==> config.mk <==
export PLATFORM = sky130hd
export DESIGN_NAME = dma_req_ctrl
export DESIGN_NICKNAME = d
export VERILOG_FILES = /design/src/rtl/dma_req_pkg.sv /design/src/rtl/dma_req_decode.sv /design/src/rtl/dma_dir_map.sv /design/src/rtl/dma_issue_pipe.sv /design/src/rtl/dma_req_ctrl.sv
export SDC_FILE = /design/constraint.sdc
export NUM_CORES = 1
export LEC_CHECK = 0
export BUFFER_PORTS_ARGS = -buffer_cell sky130_fd_sc_hd__buf_2
export CAP_MARGIN = 30
export CELL_PAD_IN_SITES_DETAIL_PLACEMENT = 1
export CELL_PAD_IN_SITES_GLOBAL_PLACEMENT = 2
export CORE_MARGIN = 8
export CORE_UTILIZATION = 36
export DETAILED_ROUTE_END_ITERATION = 12
export PLACE_DENSITY_LB_ADDON = 0.1
export SLEW_MARGIN = 0
export SYNTH_ARGS = -nofsm -noshare
export SYNTH_HDL_FRONTEND = slang
export SYNTH_SLANG_ARGS = --single-unit
==> constraint.sdc <==
create_clock -name clk -period 2.19 [get_ports clk]
set_input_delay 0.3285 -clock clk [delete_from_list [all_inputs] [get_ports clk]]
set_output_delay 0.3285 -clock clk [all_outputs]
set_load 0.05 [all_outputs]
==> src/rtl/dma_req_pkg.sv <==
package dma_req_pkg;

    typedef enum logic [1:0] {
        ST_READY   = 2'd0,
        ST_BUSY_RD = 2'd1,
        ST_BUSY_WR = 2'd2
    } dma_state_e;

    typedef enum logic [1:0] {
        OP_LOAD  = 2'd0,
        OP_STORE = 2'd1,
        OP_BAD   = 2'd2
    } req_op_e;

    typedef enum logic [1:0] {
        RSP_ACK  = 2'd0,
        RSP_DATA = 2'd1,
        RSP_BAD  = 2'd2
    } rsp_op_e;

    localparam logic [1:0] REQ_CODE_LOAD  = 2'b00;
    localparam logic [1:0] REQ_CODE_STORE = 2'b01;
    localparam logic [1:0] RSP_CODE_ACK   = 2'b01;
    localparam logic [1:0] RSP_CODE_DATA  = 2'b10;

endpackage

==> src/rtl/dma_req_decode.sv <==
module dma_req_decode
    import dma_req_pkg::*;
(
    input  logic [1:0] req_kind,
    input  logic [1:0] rsp_kind,
    output req_op_e    req_op,
    output rsp_op_e    rsp_op
);

    always_comb begin
        unique case (req_kind)
            REQ_CODE_LOAD:  req_op = OP_LOAD;
            REQ_CODE_STORE: req_op = OP_STORE;
            default:        req_op = OP_BAD;
        endcase
    end

    always_comb begin
        unique case (rsp_kind)
            RSP_CODE_ACK:  rsp_op = RSP_ACK;
            RSP_CODE_DATA: rsp_op = RSP_DATA;
            default:       rsp_op = RSP_BAD;
        endcase
    end

endmodule

==> src/rtl/dma_dir_map.sv <==
module dma_dir_map #(
    parameter int ADDR_W   = 32,
    parameter int LINE_OFF = 6,
    parameter int NUM_DIRS = 4,
    parameter int DEST_W   = 2
) (
    input  logic [ADDR_W-1:0] addr,
    output logic [DEST_W-1:0] dest
);

    generate
        if (NUM_DIRS == 1) begin : g_single
            assign dest = '0;
        end else begin : g_multi
            logic [ADDR_W-1:0] line_idx;
            logic [ADDR_W-1:0] dir_mod;
            assign line_idx = addr >> LINE_OFF;
            assign dir_mod  = line_idx % ADDR_W'(NUM_DIRS);
            assign dest     = dir_mod[DEST_W-1:0];
        end
    endgenerate

endmodule

==> src/rtl/dma_issue_pipe.sv <==
module dma_issue_pipe #(
    parameter int WIDTH = 8,
    parameter int DEPTH = 6
) (
    input  logic             clk,
    input  logic             rst_n,
    input  logic             in_valid,
    input  logic [WIDTH-1:0] in_data,
    output logic             out_valid,
    output logic [WIDTH-1:0] out_data,
    output logic             empty
);

    logic [DEPTH-1:0] vld_q;
    logic [WIDTH-1:0] dat_q [DEPTH];

    generate
        for (genvar i = 0; i < DEPTH; i++) begin : g_stage
            if (i == 0) begin : g_head
                always_ff @(posedge clk) begin
                    if (!rst_n) vld_q[0] <= 1'b0;
                    else        vld_q[0] <= in_valid;
                    dat_q[0] <= in_data;
                end
            end else begin : g_body
                always_ff @(posedge clk) begin
                    if (!rst_n) vld_q[i] <= 1'b0;
                    else        vld_q[i] <= vld_q[i-1];
                    dat_q[i] <= dat_q[i-1];
                end
            end
        end
    endgenerate

    assign out_valid = vld_q[DEPTH-1];
    assign out_data  = dat_q[DEPTH-1];
    assign empty     = ~|vld_q;

endmodule

==> src/rtl/dma_req_ctrl.sv <==
module dma_req_ctrl
    import dma_req_pkg::*;
#(
    parameter int ADDR_W      = 32,
    parameter int DATA_W      = 64,
    parameter int LEN_W       = 8,
    parameter int LINE_OFF    = 6,
    parameter int NUM_DIRS    = 4,
    parameter int ISSUE_DELAY = 6,
    parameter int DEST_W      = (NUM_DIRS > 1) ? $clog2(NUM_DIRS) : 1
) (
    input  logic              clk,
    input  logic              rst_n,
    input  logic              req_valid,
    output logic              req_ready,
    input  logic [1:0]        req_kind,
    input  logic [ADDR_W-1:0] req_addr,
    input  logic [DATA_W-1:0] req_data,
    input  logic [LEN_W-1:0]  req_len,
    output logic              dir_valid,
    output logic              dir_kind,
    output logic [DEST_W-1:0] dir_dest,
    output logic [ADDR_W-1:0] dir_addr,
    output logic [DATA_W-1:0] dir_data,
    output logic [LEN_W-1:0]  dir_len,
    input  logic              rsp_valid,
    input  logic [1:0]        rsp_kind,
    input  logic [ADDR_W-1:0] rsp_addr,
    input  logic [DATA_W-1:0] rsp_data,
    output logic              rd_valid,
    output logic [DATA_W-1:0] rd_data,
    output logic              wr_done,
    output logic [ADDR_W-1:0] cpl_addr,
    output logic              err_flag
);

    localparam int MSG_W = 1 + DEST_W + LEN_W + DATA_W + ADDR_W;
    localparam logic [ADDR_W-1:0] LINE_MASK =
        ~((ADDR_W'(1) << LINE_OFF) - ADDR_W'(1));

    dma_state_e state_q, state_d;
    req_op_e    req_op;
    rsp_op_e    rsp_op;
    logic [DEST_W-1:0] req_dest;
    logic [MSG_W-1:0]  msg_in, msg_out;
    logic pipe_empty;
    logic accept, issue, req_bad;
    logic rsp_rd_ok, rsp_wr_ok, rsp_bad;

    dma_req_decode u_decode (
        .req_kind (req_kind),
        .rsp_kind (rsp_kind),
        .req_op   (req_op),
        .rsp_op   (rsp_op)
    );

    dma_dir_map #(
        .ADDR_W   (ADDR_W),
        .LINE_OFF (LINE_OFF),
        .NUM_DIRS (NUM_DIRS),
        .DEST_W   (DEST_W)
    ) u_dir_map (
        .addr (req_addr),
        .dest (req_dest)
    );

    // Handshake and event decode
    assign req_ready = (state_q == ST_READY) && pipe_empty;
    assign accept    = req_valid && req_ready;
    assign issue     = accept && (req_op != OP_BAD);
    assign req_bad   = accept && (req_op == OP_BAD);
    assign rsp_rd_ok = rsp_valid && (state_q == ST_BUSY_RD) && (rsp_op == RSP_DATA);
    assign rsp_wr_ok = rsp_valid && (state_q == ST_BUSY_WR) && (rsp_op == RSP_ACK);
    assign rsp_bad   = rsp_valid && !rsp_rd_ok && !rsp_wr_ok;

    assign msg_in = {(req_op == OP_STORE), req_dest, req_len, req_data, req_addr};

    dma_issue_pipe #(
        .WIDTH (MSG_W),
        .DEPTH (ISSUE_DELAY)
    ) u_pipe (
        .clk       (clk),
        .rst_n     (rst_n),
        .in_valid  (issue),
        .in_data   (msg_in),
        .out_valid (dir_valid),
        .out_data  (msg_out),
        .empty     (pipe_empty)
    );

    assign {dir_kind, dir_dest, dir_len, dir_data, dir_addr} = msg_out;

    // Next-state logic
    always_comb begin
        state_d = state_q;
        unique case (state_q)
            ST_READY: begin
                if (issue) state_d = (req_op == OP_LOAD) ? ST_BUSY_RD : ST_BUSY_WR;
            end
            ST_BUSY_RD: begin
                if (rsp_rd_ok) state_d = ST_READY;
            end
            ST_BUSY_WR: begin
                if (rsp_wr_ok) state_d = ST_READY;
            end
            default: state_d = ST_READY;
        endcase
    end

    // State register
    always_ff @(posedge clk) begin
        if (!rst_n) state_q <= ST_READY;
        else        state_q <= state_d;
    end

    // Output register
    always_ff @(posedge clk) begin
        if (!rst_n) begin
            rd_valid <= 1'b0;
            wr_done  <= 1'b0;
            err_flag <= 1'b0;
            rd_data  <= '0;
            cpl_addr <= '0;
        end else begin
            rd_valid <= rsp_rd_ok;
            wr_done  <= rsp_wr_ok;
            err_flag <= err_flag | req_bad | rsp_bad;
            if (rsp_rd_ok) rd_data <= rsp_data;
            if (rsp_rd_ok || rsp_wr_ok) cpl_addr <= rsp_addr & LINE_MASK;
        end
    end

endmodule

==> key figures <==
Placed design
  – Routability cong.: ~0.73
  – Post-DP Area: 0.0194 mm²
  – Port bufs: 403
  – Detailed Place HPWL: 25.3 mm

Worst setup path
  – Worst r2r dst: rd_data[14]
  – CP endpoint: req_ready
  – Crit path from: u_pipe.vld_q[3]
  – CP Capture Type: output pin
  – Reg2reg path depth: 4
  – Worst r2r src: state_q[0]
  – WP data required: approximately 1900 ps
  – Flop2flop setup slack: around 670 ps
  – CP Max Fanout: 3
  – Crit path kind: reg -> out
  – Signal arrival time at the worst endpoint: 1730 ps
  – Type of origin of the critical path: flip-flop

Timing
  – Max-slew violations: 0
  – Max Freq: about 490 MHz
  – Final period utilization: 0.938
  – Fin crit period: between 2000 and 2500 ps
  – Worst hold margin: roughly 140 ps
  – Setup TNS: 0 ps
  – Final setup viols: 0
  – RSZ-0062 raised after global routing: false
  – Hold Vio Cnt, Final: 0
  – Final Skew: 20.2 ps

Yosys
  – Async SR Flop Fraction: 0
  – Syn. warnings: 0
  – Number of enable flip-flop cells after synthesis: 0
  – Post-synthesis sequential area ratio: 0.875
  – Flops & latches, synth: around 730
  – Syn Area/Cell: 15.4 µm²
  – Cell variety after synth: 27
  – Cells after Synth: 1086
  – Top_reg_cell synth: dfxtp_1
  – Post-Syn Area: 0.0167 mm²

Routing
  – Highest metal used: met4
  – Antenna viol nets, final: 0
  – WL met1: 15.6 mm
  – Metal3 WL: 2.67 mm
  – Total Wirelength: approximately 39 mm
  – First-pass iteration count of the detailed router: 4
  – Routed met2 length: roughly 20 mm
  – Wire per inst: 16.2 µm
  – Post-route DRC: 0
  – Initial DRC Count: 431
  – Via count: 9801
  – Vias/cell: 4.09

Clock network
  – TritonCTS clock tree: built
  – CTS Buffer Depth: 3
  – Clock transition at path regs: 60 ps
  – Clk sink count: roughly 730
  – Clk root buf: clkbuf_16
  – Num CTS Buffers: just over 70
  – H-tree Lvls: 3
  – Clk Latency, worst-skew pair: 590 ps

Pwr
  – Logic pwr share: 0.047
  – Lkg Pwr: 10.5 nW
  – Pint: 0.0222 W
  – Reg power frac: 0.500
  – Clock power share: 0.453
  – Switching power: 0.00591 W
  – PD cells: around 1200 mW/mm²
  – Worst VDD drop: 740 µV
  – Switching share of power: 0.210

Floorplan
  – Starting Density: 0.362
  – Die Y: roughly 230 µm
  – Placement Rows: a little under 80
  – Core ar.: 0.0462 mm²
  – Die area: 0.0536 mm²
  – IO Pins: 416
  – Chip width: 232 µm

Run
  – Total of max-cap violations: 0

Run status
  – Outcome: finished clean

Global routing
  – Largest net degree at the start of global routing: 72
  – Initial antenna violation count: 7
  – GR Util All Layers: 0.142
  – Global-route wire length before repair: a little under 60 mm
  – GR Overflow Total: 0
  – Vias in the first global route: 10600

Finish
  – Area Growth Syn to Fin: 43.3%
  – Fin nets: ~1900
  – Finished Cell Area: 0.0240 mm²
  – Layout cells sized above 1: 0.301

Min path
  – Worst Hold Depth: 4
  – Type of the tightest min-delay check: in -> reg
critical path: stages, from the launching register on:
cell and delay (ps):
dfxtp_1 320, nor4_2 430, and2_1 200, buf_4 210
sequential cells by signal, summed over array words and instances, names as in the netlist:
signal            count
u_pipe.dat_q        630
rd_data              64
cpl_addr             26
u_pipe.vld_q          5
state_q               2
err_flag              1
rd_valid              1
u_pipe.out_valid      1
wr_done               1
power groups by stage:
stage	Combinational [W]	Sequential [W]	Clock (W)
after floorplan	0.000210	0.0147	0
after global placement	0.00101	0.0143	0
after detailed placement	0.00102	0.0144	0
after CTS	0.00133	0.0141	0.0132
after global routing	0.00139	0.0141	0.0138
final	0.00132	0.0141	0.0128
worst min-delay path by stage:
| stage | startpoint | to | slack [ps] |
|---|---|---|---|
| global route | rst_n | rd_data[43] | 170 |
| finish | rsp_kind[0] | state_q[1] | 140 |
| floorplan | u_pipe.dat_q[0][0] | u_pipe.dat_q[1][0] | 310 |
| global placement | u_pipe.dat_q[3][24] | u_pipe.dat_q[4][24] | 310 |
| CTS | rsp_kind[0] | state_q[1] | 90 |
| detailed placement | u_pipe.dat_q[1][47] | u_pipe.dat_q[2][47] | 310 |
cell usage in the layout (no fill, tap or decap), types with 13 or more instances in the layout:
cell type	instances
a21boi_1	65
buf_2	401
clkbuf_1	13
clkbuf_16	75
dfxtp_1	731
dlygate4sd3_1	199
mux2i_1	26
nand2_1	53
nand3_1	64
o21ai_1	66
area by class of cell:
type | count | area [µm²]
Antenna cell | 7 | 17.5
Fill cell | 4640 | 22200
Tap cell | 607 | 759
Clock inverter | 31 | 455
Timing Repair Buffer | 611 | 4170
Sequential cell | 731 | 14600
Clock buffer | 100 | 2090
Inverter | 2 | 7.51
Multi-Input combinational cell | 305 | 1830
layer usage:
layer  vias to the layer above  global-route usage
met5                         -                   0
met4                         0              0.0608
met3                        72              0.0521
met2                       284               0.246
met1                      4630               0.155
li1                       4815                   -
what timing repair did:
action | 4_1_cts | 5_1_grt
endpoints found under the hold margin | 199 | 0
hold buffers | 199 | 0
endpoints found under the setup margin | 1 | 1
setup buffers | 0 | 0
gates resized for setup | 3 | 1
cells in the mapped netlist, types with 2 or more instances:
cell type,number,area share
nand3_1,64,0.019
nand4bb_1,2,0.0013
nor4_1,2,0.00075
clkbuf_1,15,0.0034
and2_1,6,0.0022
nand4b_1,2,0.0010
nor2_1,2,0.00045
nand4_1,2,0.00075
buf_2,26,0.0078
dfxtp_1,731,0.87
nand3b_1,2,0.00090
a21boi_1,65,0.029
buf_12,2,0.0024
buf_4,9,0.0040
inv_1,2,0.00045
mux2i_1,26,0.016
o21ai_1,66,0.020
nand2_1,53,0.012
through the flow:
step	std cells	utilization	setup slack (ps)	power [W]
2_1_floorplan	1091	-	533	0.0150
3_3_place_gp	2057	0.420	529	0.0154
3_5_place_dp	2057	0.420	537	0.0154
4_1_cts	2387	0.519	57.8	0.0286
5_1_grt	2392	0.519	4.22	0.0293
6_report	2394	0.519	135	0.0282
logic make-up (layout without fill, tap and decap cells):
kind of cell | after synthesis | count (layout) | share of synthesized area
buf+inv | 55 | 744 | 0.0187
flops | 731 | 731 | 0.875
simple gates | 140 | 140 | 0.0406
other cells | 1 | 13 | 0.000224
mux | 26 | 26 | 0.0156
compound gates | 133 | 133 | 0.0500
Note: power is estimated with default switching activity, not from simulation.
